<file path="src/rtl/gpio_pullup_pkg.sv">
package gpio_pullup_pkg;
  typedef enum logic [1:0] {
    SEQ_IDLE  = 2'd0,
    SEQ_READ  = 2'd1,
    SEQ_WRITE = 2'd2
  } seq_state_e;

  localparam logic [1:0] ADR_PORT = 2'd0;
  localparam logic [1:0] ADR_DIR  = 2'd1;
  localparam logic [1:0] ADR_RAW  = 2'd2;
endpackage

</file>
<file path="src/rtl/gpio_rst_sync.sv">
module gpio_rst_sync #(
  parameter int STAGES = 2
) (
  input  logic clk,
  input  logic arst_n,
  output logic srst_n
);
  logic [STAGES-1:0] chain_q;
  logic [STAGES-1:0] chain_d;

  always_comb chain_d = {chain_q[STAGES-2:0], 1'b1};

  always_ff @(posedge clk or negedge arst_n) begin
    if (!arst_n) chain_q <= '0;
    else         chain_q <= chain_d;
  end

  assign srst_n = chain_q[STAGES-1];
endmodule

</file>
<file path="src/rtl/gpio_in_sync.sv">
module gpio_in_sync #(
  parameter int W      = 8,
  parameter int STAGES = 2
) (
  input  logic         clk,
  input  logic         rst_n,
  input  logic [W-1:0] d,
  output logic [W-1:0] q
);
  logic [W-1:0] stage_q [STAGES];

  for (genvar s = 0; s < STAGES; s++) begin : g_stage
    logic [W-1:0] stage_d;
    if (s == 0) begin : g_first
      always_comb stage_d = d;
    end else begin : g_next
      always_comb stage_d = stage_q[s-1];
    end
    always_ff @(posedge clk or negedge rst_n) begin
      if (!rst_n) stage_q[s] <= '0;
      else        stage_q[s] <= stage_d;
    end
  end

  assign q = stage_q[STAGES-1];
endmodule

</file>
<file path="src/rtl/gpio_port_regs.sv">
module gpio_port_regs
  import gpio_pullup_pkg::*;
#(
  parameter int W = 8
) (
  input  logic         clk,
  input  logic         rst_n,
  input  logic         wr_en,
  input  logic [1:0]   addr,
  input  logic [W-1:0] wdata,
  input  logic         rmw_we,
  input  logic [W-1:0] rmw_data,
  input  logic [W-1:0] pin_sync,
  output logic [W-1:0] dir_q,
  output logic [W-1:0] dat_q,
  output logic [W-1:0] port_val,
  output logic [W-1:0] rdata
);
  logic [W-1:0] dir_d;
  logic [W-1:0] dat_d;
  logic         dir_en;
  logic         dat_en;

  always_comb begin
    dir_en = wr_en && (addr == ADR_DIR);
    dat_en = rmw_we || (wr_en && (addr == ADR_PORT));
    dir_d  = wdata;
    dat_d  = rmw_we ? rmw_data : wdata;
  end

  always_ff @(posedge clk or negedge rst_n) begin
    if (!rst_n) begin
      dir_q <= '0;
      dat_q <= '0;
    end else begin
      if (dir_en) dir_q <= dir_d;
      if (dat_en) dat_q <= dat_d;
    end
  end

  always_comb port_val = (dir_q & dat_q) | (~dir_q & pin_sync);

  always_comb begin
    unique case (addr)
      ADR_PORT: rdata = port_val;
      ADR_DIR:  rdata = dir_q;
      ADR_RAW:  rdata = dat_q;
      default:  rdata = '0;
    endcase
  end
endmodule

</file>
<file path="src/rtl/gpio_rmw_seq.sv">
module gpio_rmw_seq
  import gpio_pullup_pkg::*;
#(
  parameter int W  = 8,
  localparam int BW = $clog2(W)
) (
  input  logic          clk,
  input  logic          rst_n,
  input  logic          cmd_valid,
  input  logic          cmd_set,
  input  logic [BW-1:0] cmd_bit,
  input  logic [W-1:0]  port_val,
  output logic          busy,
  output logic          rmw_we,
  output logic [W-1:0]  rmw_data
);
  seq_state_e   state_q, state_d;
  logic         set_q, set_d;
  logic [W-1:0] mask_q, mask_d;
  logic [W-1:0] tmp_q, tmp_d;
  logic         tmp_en;

  always_comb begin
    state_d = state_q;
    set_d   = set_q;
    mask_d  = mask_q;
    tmp_d   = set_q ? (port_val | mask_q) : (port_val & ~mask_q);
    tmp_en  = 1'b0;
    unique case (state_q)
      SEQ_IDLE: if (cmd_valid) begin
        state_d = SEQ_READ;
        set_d   = cmd_set;
        mask_d  = W'(1) << cmd_bit;
      end
      SEQ_READ: begin
        state_d = SEQ_WRITE;
        tmp_en  = 1'b1;
      end
      default: state_d = SEQ_IDLE;
    endcase
  end

  always_ff @(posedge clk or negedge rst_n) begin
    if (!rst_n) begin
      state_q <= SEQ_IDLE;
      set_q   <= 1'b0;
      mask_q  <= '0;
      tmp_q   <= '0;
    end else begin
      state_q <= state_d;
      set_q   <= set_d;
      mask_q  <= mask_d;
      if (tmp_en) tmp_q <= tmp_d;
    end
  end

  assign busy     = (state_q != SEQ_IDLE);
  assign rmw_we   = (state_q == SEQ_WRITE);
  assign rmw_data = tmp_q;
endmodule

</file>
<file path="src/rtl/gpio_pullup_port.sv">
module gpio_pullup_port #(
  parameter int W  = 8,
  localparam int BW = $clog2(W)
) (
  input  logic          clk,
  input  logic          rst_n,
  input  logic          wr_en,
  input  logic [1:0]    addr,
  input  logic [W-1:0]  wdata,
  output logic [W-1:0]  rdata,
  input  logic          cmd_valid,
  input  logic          cmd_set,
  input  logic [BW-1:0] cmd_bit,
  output logic          busy,
  input  logic [W-1:0]  pin_in,
  output logic [W-1:0]  pin_out,
  output logic [W-1:0]  pin_oe,
  output logic [W-1:0]  pull_en
);
  logic         srst_n;
  logic [W-1:0] pin_sync;
  logic [W-1:0] dir_q;
  logic [W-1:0] dat_q;
  logic [W-1:0] port_val;
  logic         rmw_we;
  logic [W-1:0] rmw_data;
  logic         bus_we;

  assign bus_we = wr_en && !busy;

  gpio_rst_sync #(.STAGES(2)) u_rst (
    .clk(clk), .arst_n(rst_n), .srst_n(srst_n)
  );

  gpio_in_sync #(.W(W), .STAGES(2)) u_sync (
    .clk(clk), .rst_n(srst_n), .d(pin_in), .q(pin_sync)
  );

  gpio_port_regs #(.W(W)) u_regs (
    .clk(clk), .rst_n(srst_n), .wr_en(bus_we), .addr(addr), .wdata(wdata),
    .rmw_we(rmw_we), .rmw_data(rmw_data), .pin_sync(pin_sync),
    .dir_q(dir_q), .dat_q(dat_q), .port_val(port_val), .rdata(rdata)
  );

  gpio_rmw_seq #(.W(W)) u_seq (
    .clk(clk), .rst_n(srst_n), .cmd_valid(cmd_valid), .cmd_set(cmd_set),
    .cmd_bit(cmd_bit), .port_val(port_val), .busy(busy),
    .rmw_we(rmw_we), .rmw_data(rmw_data)
  );

  for (genvar i = 0; i < W; i++) begin : g_pad
    assign pin_oe[i]  = dir_q[i];
    assign pin_out[i] = dir_q[i] & dat_q[i];
    assign pull_en[i] = ~dir_q[i] & dat_q[i];
  end
endmodule

</file>
<file path="config.mk">
export PLATFORM = sky130hd
export DESIGN_NAME = gpio_pullup_port
export DESIGN_NICKNAME = d
export VERILOG_FILES = /design/src/rtl/gpio_pullup_pkg.sv /design/src/rtl/gpio_rst_sync.sv /design/src/rtl/gpio_in_sync.sv /design/src/rtl/gpio_port_regs.sv /design/src/rtl/gpio_rmw_seq.sv /design/src/rtl/gpio_pullup_port.sv
export SDC_FILE = /design/constraint.sdc
export NUM_CORES = 1
export LEC_CHECK = 0
export BUFFER_PORTS_ARGS = -buffer_cell sky130_fd_sc_hd__buf_2
export CAP_MARGIN = 10
export CORE_ASPECT_RATIO = 1.25
export CORE_MARGIN = 1
export CORE_UTILIZATION = 47
export DETAILED_ROUTE_END_ITERATION = 8
export PLACE_DENSITY = 0.74
export SLEW_MARGIN = 20
export SYNTH_ARGS = -nofsm -noshare
export SYNTH_HDL_FRONTEND = slang
export SYNTH_SLANG_ARGS = --single-unit
</file>
<file path="constraint.sdc">
create_clock -name clk -period 1.75 [get_ports clk]
set_clock_uncertainty 0.1 [all_clocks]
set_input_delay 0.35 -clock clk [delete_from_list [all_inputs] [get_ports clk]]
set_output_delay 0.35 -clock clk [all_outputs]
set_load 0.01 [all_outputs]
</file>
Word-level counts from Yosys, hierarchy flattened:

Cells that the tools add are included.

* magnitude comparators: 0
* add/sub/neg operators: 0
* mux-type cells: 6
* equality and inequality tests: 5
* reductions and logical operators: 9
* divide/modulo/power cells: 0
* shifts and indexed selects: 1
* bitwise gates (word level): 31
* multipliers: 0

Operator list (count)
* $and 8x8->8: 3
* $pmux 8 s3: 1
* $and 1x1->1: 16
* $mux 8: 2
* $not 8->8: 2
* $or 8x8->8: 2
* $not 1->1: 8
* $shl 1x3->8 const A: 1
* $eq 2x1->1 const B: 2
* $eq 2x2->1 const B: 2
* $logic_not 2->1: 2
* $pmux 2 s2: 1
* $logic_and 1x1->1: 3
* $mux 2: 1
* $ne 2x2->1 const B: 1
* $reduce_and 2->1: 1
* $reduce_bool 2->1: 1
* $logic_not 1->1: 1
* $logic_or 1x1->1: 1
* $mux 1: 1

* bits in read-only memories: 0
* bits in registers: 53
* memories kept: 0
* latch bits: 0
* bits of input ports: 26
* bits in writable memories: 0
* output and inout port bits: 33

Longest topological paths before layout:

* depth in word-level cells: 5
* depth in mapped cells: 5

By module:

A second synthesis with hierarchy kept.

* cells, all modules: 200
* area total of the unflattened synthesis: 2466.1 um^2

By module, submodules not included
* gpio_port_regs: cells each 106, area an instance 1038.5 um^2, times used 1
* gpio_rmw_seq: cells each 58, area an instance 867.1 um^2, times used 1
* gpio_in_sync: cells each 16, area an instance 400.4 um^2, times used 1
* gpio_pullup_port: cells each 17, area an instance 106.4 um^2, times used 1
* gpio_rst_sync: cells each 3, area an instance 53.8 um^2, times used 1

Worst setup path before layout:

No wires, ideal clock.

* path kind: flip-flop to flip-flop
* from: reg u_seq.state_q[1]
* to: reg u_regs.dat_q[0]
* data required time: 1.525 ns
* setup time: 0.125 ns
* arrival: 1.288 ns
* path slack: 0.236 ns
* cell stages (with the launch flop): 6
* path through: dfrtp_1 > nor2b_1 > buf_6 > or2_1 > buf_6 > mux2_4

* cells in the longest elaborated chain, start to end: 5
* elaborated cells on any way between the ends: 7

Ends and longest elaborated chain
* start: declaration: RTL line gpio_rmw_seq.sv:17 `seq_state_e state_q, state_d;`
* start signal: assignment: RTL line gpio_rmw_seq.sv:50 `state_q <= state_d;`
* $reduce_bool 2->1: RTL line gpio_rmw_seq.sv:57 `assign busy = (state_q != SEQ_IDLE);`
* $logic_not 1->1: RTL line gpio_pullup_port.sv:29 `assign bus_we = wr_en && !busy;`
* $logic_and 1x1->1: RTL line gpio_pullup_port.sv:29
* $logic_and 1x1->1: RTL line gpio_port_regs.sv:26 `dat_en = rmw_we || (wr_en && (addr == ADR_PORT));`
* $logic_or 1x1->1: RTL line gpio_port_regs.sv:26
* end signal: assignment: RTL line gpio_port_regs.sv:37 `if (dat_en) dat_q <= dat_d;`
* end: declaration: RTL line gpio_port_regs.sv:15 `output logic [W-1:0] dat_q,`

Parallel ways exist; a longest one is shown, timed or not.
A chain may end at the register's enable or synchronous reset.

Worst setup path after layout:

* from: reg u_regs.dir_q[1]
* to: out rdata[1]

* cells in the longest elaborated chain, start to end: 4
* elaborated cells on any way between the ends: 5

Ends and longest elaborated chain
* start: declaration: RTL line gpio_port_regs.sv:14 `output logic [W-1:0] dir_q,`
* start signal: assignment: RTL line gpio_port_regs.sv:36 `if (dir_en) dir_q <= dir_d;`
* $not 8->8: RTL line gpio_port_regs.sv:41 `always_comb port_val = (dir_q & dat_q) | (~dir_q & pin_sync);`
* $and 8x8->8: RTL line gpio_port_regs.sv:41
* $or 8x8->8: RTL line gpio_port_regs.sv:41
* $pmux 8 s3 (*): RTL line gpio_port_regs.sv:44 `unique case (addr)`
* end: declaration: RTL line gpio_pullup_port.sv:10 `output logic [W-1:0] rdata,`

Mark *: on every way between the ends. The rest lies on a longest branch, timed or not.

==> impl_metrics.csv <==
group,metric,value,unit
die,dieArea,5400,um2
global_route,grt_pass1_wl,7.91,mm
timing,fin_ws,46.4,ps
die,rows,28,
die,io-pin-count,59,
synthesis,synthCells,199,
hold_path,hold_class,"input pin to flop",
worst_setup_path,critPathMaxFanout,2,
hold_path,min_to,"u_sync.g_stage[1].stage_d[3]",
synthesis,syn-num-nets,225,
timing,period_share,0.974,
finish,area_growth,27.7,%
cts,root_buffer,"clkbuf_8",
synthesis,ys_seq_area_frac,0.553,
worst_setup_path,end_kind,"primary output",
die,die_y,81.9,um
finish,fin_nets,309,
worst_setup_path,r2r_end,"u_regs.dat_q[7]",
synthesis,synth_top_flop_cell,"dfrtp_1",
finish,final_common_cell,"buf_2",
cts,clock_latency,300,ps
finish,mostFrequentLayoutCells,"buf_2 (57), dfrtp_1 (44), buf_4 (23)",
synthesis,async_reset_ff_frac,1.00,
placement,place_ws,71.4,ps
timing,fmax,587,MHz
worst_setup_path,crit_type,"flop to primary output",
finish,multi_input_area,1030,um2
power_and_ir_drop,p_leak,1.46,nW
routing,drt_wl_total,4.91,mm
cts,cts_tree,"yes",
power_and_ir_drop,vdd_drop_max,663,uV
placement,placed_cells_incl_taps,323,
finish,drive_gt1_frac,0.437,
cts,cts_made_buffers,5,
global_route,grt_pass1_vias,1693,
synthesis,synth_warnings,0,
timing,rsz0062_at_grt,"yes",
timing,period_needed,1700,ps
worst_setup_path,startpoint_type,"flop",
hold_path,min-delay-start,"pin_in[3]",
finish,antenna-diode-count,0,
finish,instances_no_fill,344,
timing,final-max-slew-violation-count,0,
job,max_cap_viol_count,0,
routing,route.detailed.drc,0,
synthesis,syn_area_per_cell,12.1,um2
die,die_x,65.9,um
power_and_ir_drop,finalPower,3.95,mW
cts,clk_path_buf_depth,2,
timing,finalHoldViolCount,0,
synthesis,ys_ff_latch,53,
power_and_ir_drop,clockPowerShare,0.173,
power_and_ir_drop,power.share.sequential,0.457,
worst_setup_path,worstRegToRegCells,4,
power_and_ir_drop,comb_power_share,0.369,
placement,portBuffers,58,
routing,vias,1775,
synthesis,ys_types,30,
power_and_ir_drop,swShare,0.322,
timing,hold_ws,48.5,ps
die,initial_core_util,0.496,
global_route,overflow,0,
routing,drtPass1Iterations,4,
power_and_ir_drop,p_int,2.68,mW
global_route,grt_max_degree,24,
cts,clk_pin_slew_worst_paths,90,ps
global_route,antenna_found_initial,0,
routing,drt_iter0_drc,45,
cts,cts_num_sinks,53,
worst_setup_path,cp_data_required_time,1300,ps
hold_path,whs_path_depth,1,
routing,routed_via_density,5.16,
synthesis,netlist_area,2400,um2
worst_setup_path,r2r_slack,70,ps
placement,gp_congestion,0.835,
routing,wire_per_inst,14.3,um
routing,drtAntennaViolNets,0,
power_and_ir_drop,power.switching,1.27,mW
synthesis,synth-edff-count,0,
die,core-area,4830,um2
timing,setup_violations,0,
run_status,status,"finished, final reports clean",
global_route,track_usage,0.201,
worst_setup_path,cp.arrival,1250,ps
finish,seqCellArea,1340,um2
finish,fill_cells,411,
placement,detailed_place_hpwl,3.63,mm
cts,cts.htree.levels,2,
power_and_ir_drop,powerDensity,1290,nW/um2
worst_setup_path,timing.rr.start,"u_seq.state_q[0]",
==> cell type report <==
cell class                 count  area share
inverter                       6     0.00735
timing repair buffer          84       0.165
multi-input combinational    133       0.337
clock buffer                   8      0.0294
sequential                    53       0.437
tap                           60      0.0245
==> sequential cells by signal (all words and copies together), names as in the netlist <==
signal                  cells
u_sync.g_stage.stage_d      8
u_sync.q                    8
u_seq.state_q               2
u_seq.set_q                 1
u_seq.rmw_data              8
u_rst.chain_q               2
u_regs.dir_q                8
u_regs.dat_q                8
u_seq.mask_q                8
==> logic make-up (layout without fill, tap and decap cells) <==
logic type	after synthesis	count (layout)	share of synthesized area
simple gates	55	55	0.121
flops	53	53	0.553
mux	45	45	0.217
compound gates	32	32	0.0792
buf+inv	13	98	0.0276
other cells	1	1	0.00156
==> cells in the mapped netlist, drive strengths merged (2+ instances only) <==
library cell | number | area share
dfrtp | 53 | 0.55
o31ai | 2 | 0.0063
nor2 | 5 | 0.0078
buf | 5 | 0.015
o21ai | 18 | 0.038
o211ai | 4 | 0.013
nand2 | 21 | 0.033
nand3 | 3 | 0.0083
inv | 6 | 0.0094
nor3b | 4 | 0.013
mux2i | 12 | 0.050
and2 | 8 | 0.021
o41ai | 4 | 0.015
clkbuf | 2 | 0.0031
nor2b | 9 | 0.023
mux2 | 33 | 0.17
a21oi | 4 | 0.0083
==> what timing repair did <==
item | 4_1_cts | 5_1_grt
setup buffers | 12 | 0
hold endpoints to repair | 2 | 0
resized for setup | 9 | 14
hold buffers | 1 | 0
pin swaps | 0 | 4
setup endpoints to repair | 8 | 8
==> power by group through the flow <==
stage	combinational [mW]	sequential, mW	clock [mW]
finish	1.46	1.81	0.685
global route	1.62	1.86	0.757
CTS	1.46	1.80	0.713
detailed placement	1.24	1.89	0
global placement	1.21	1.87	0
floorplan	0.818	1.81	0
==> how the worst max path moves through the flow <==
stage | cells after the start | startpoint | end
final | 4 | u_regs.dir_q[1] | rdata[1]
after global routing | 4 | u_regs.dir_q[2] | rdata[2]
after CTS | 4 | u_regs.dir_q[2] | rdata[2]
after detailed placement | 5 | addr[0] | u_regs.dat_q[7]
after global placement | 6 | addr[0] | rdata[1]
after floorplan | 0 | u_rst.chain_q[1] | u_regs.dat_q[0]
==> layer usage <==
metal	part of all wire	GRT usage	up-vias
li1	-	-	862
met1	0.43	0.245	864
met2	0.52	0.343	40
met3	0.030	0.0431	9
met4	0.022	0.0804	0
met5	0	0	-
==> critical path, stage by stage, from the launching register on <==
cell	delay, ps
dfrtp_2	420
nor2_2	120
mux2i_1	190
o21ai_1	80
buf_2	140
==> stage by stage <==
step           cell area (um2)   util  TNS (ps)
6_report                  3060  0.634         0
4_1_cts                   3030  0.627         0
2_1_floorplan             2400      -         0
5_1_grt                   3060  0.634     -69.0
3_5_place_dp              2830  0.586         0
3_3_place_gp              2830  0.586         0
Note: power is estimated with default switching activity, not from simulation.
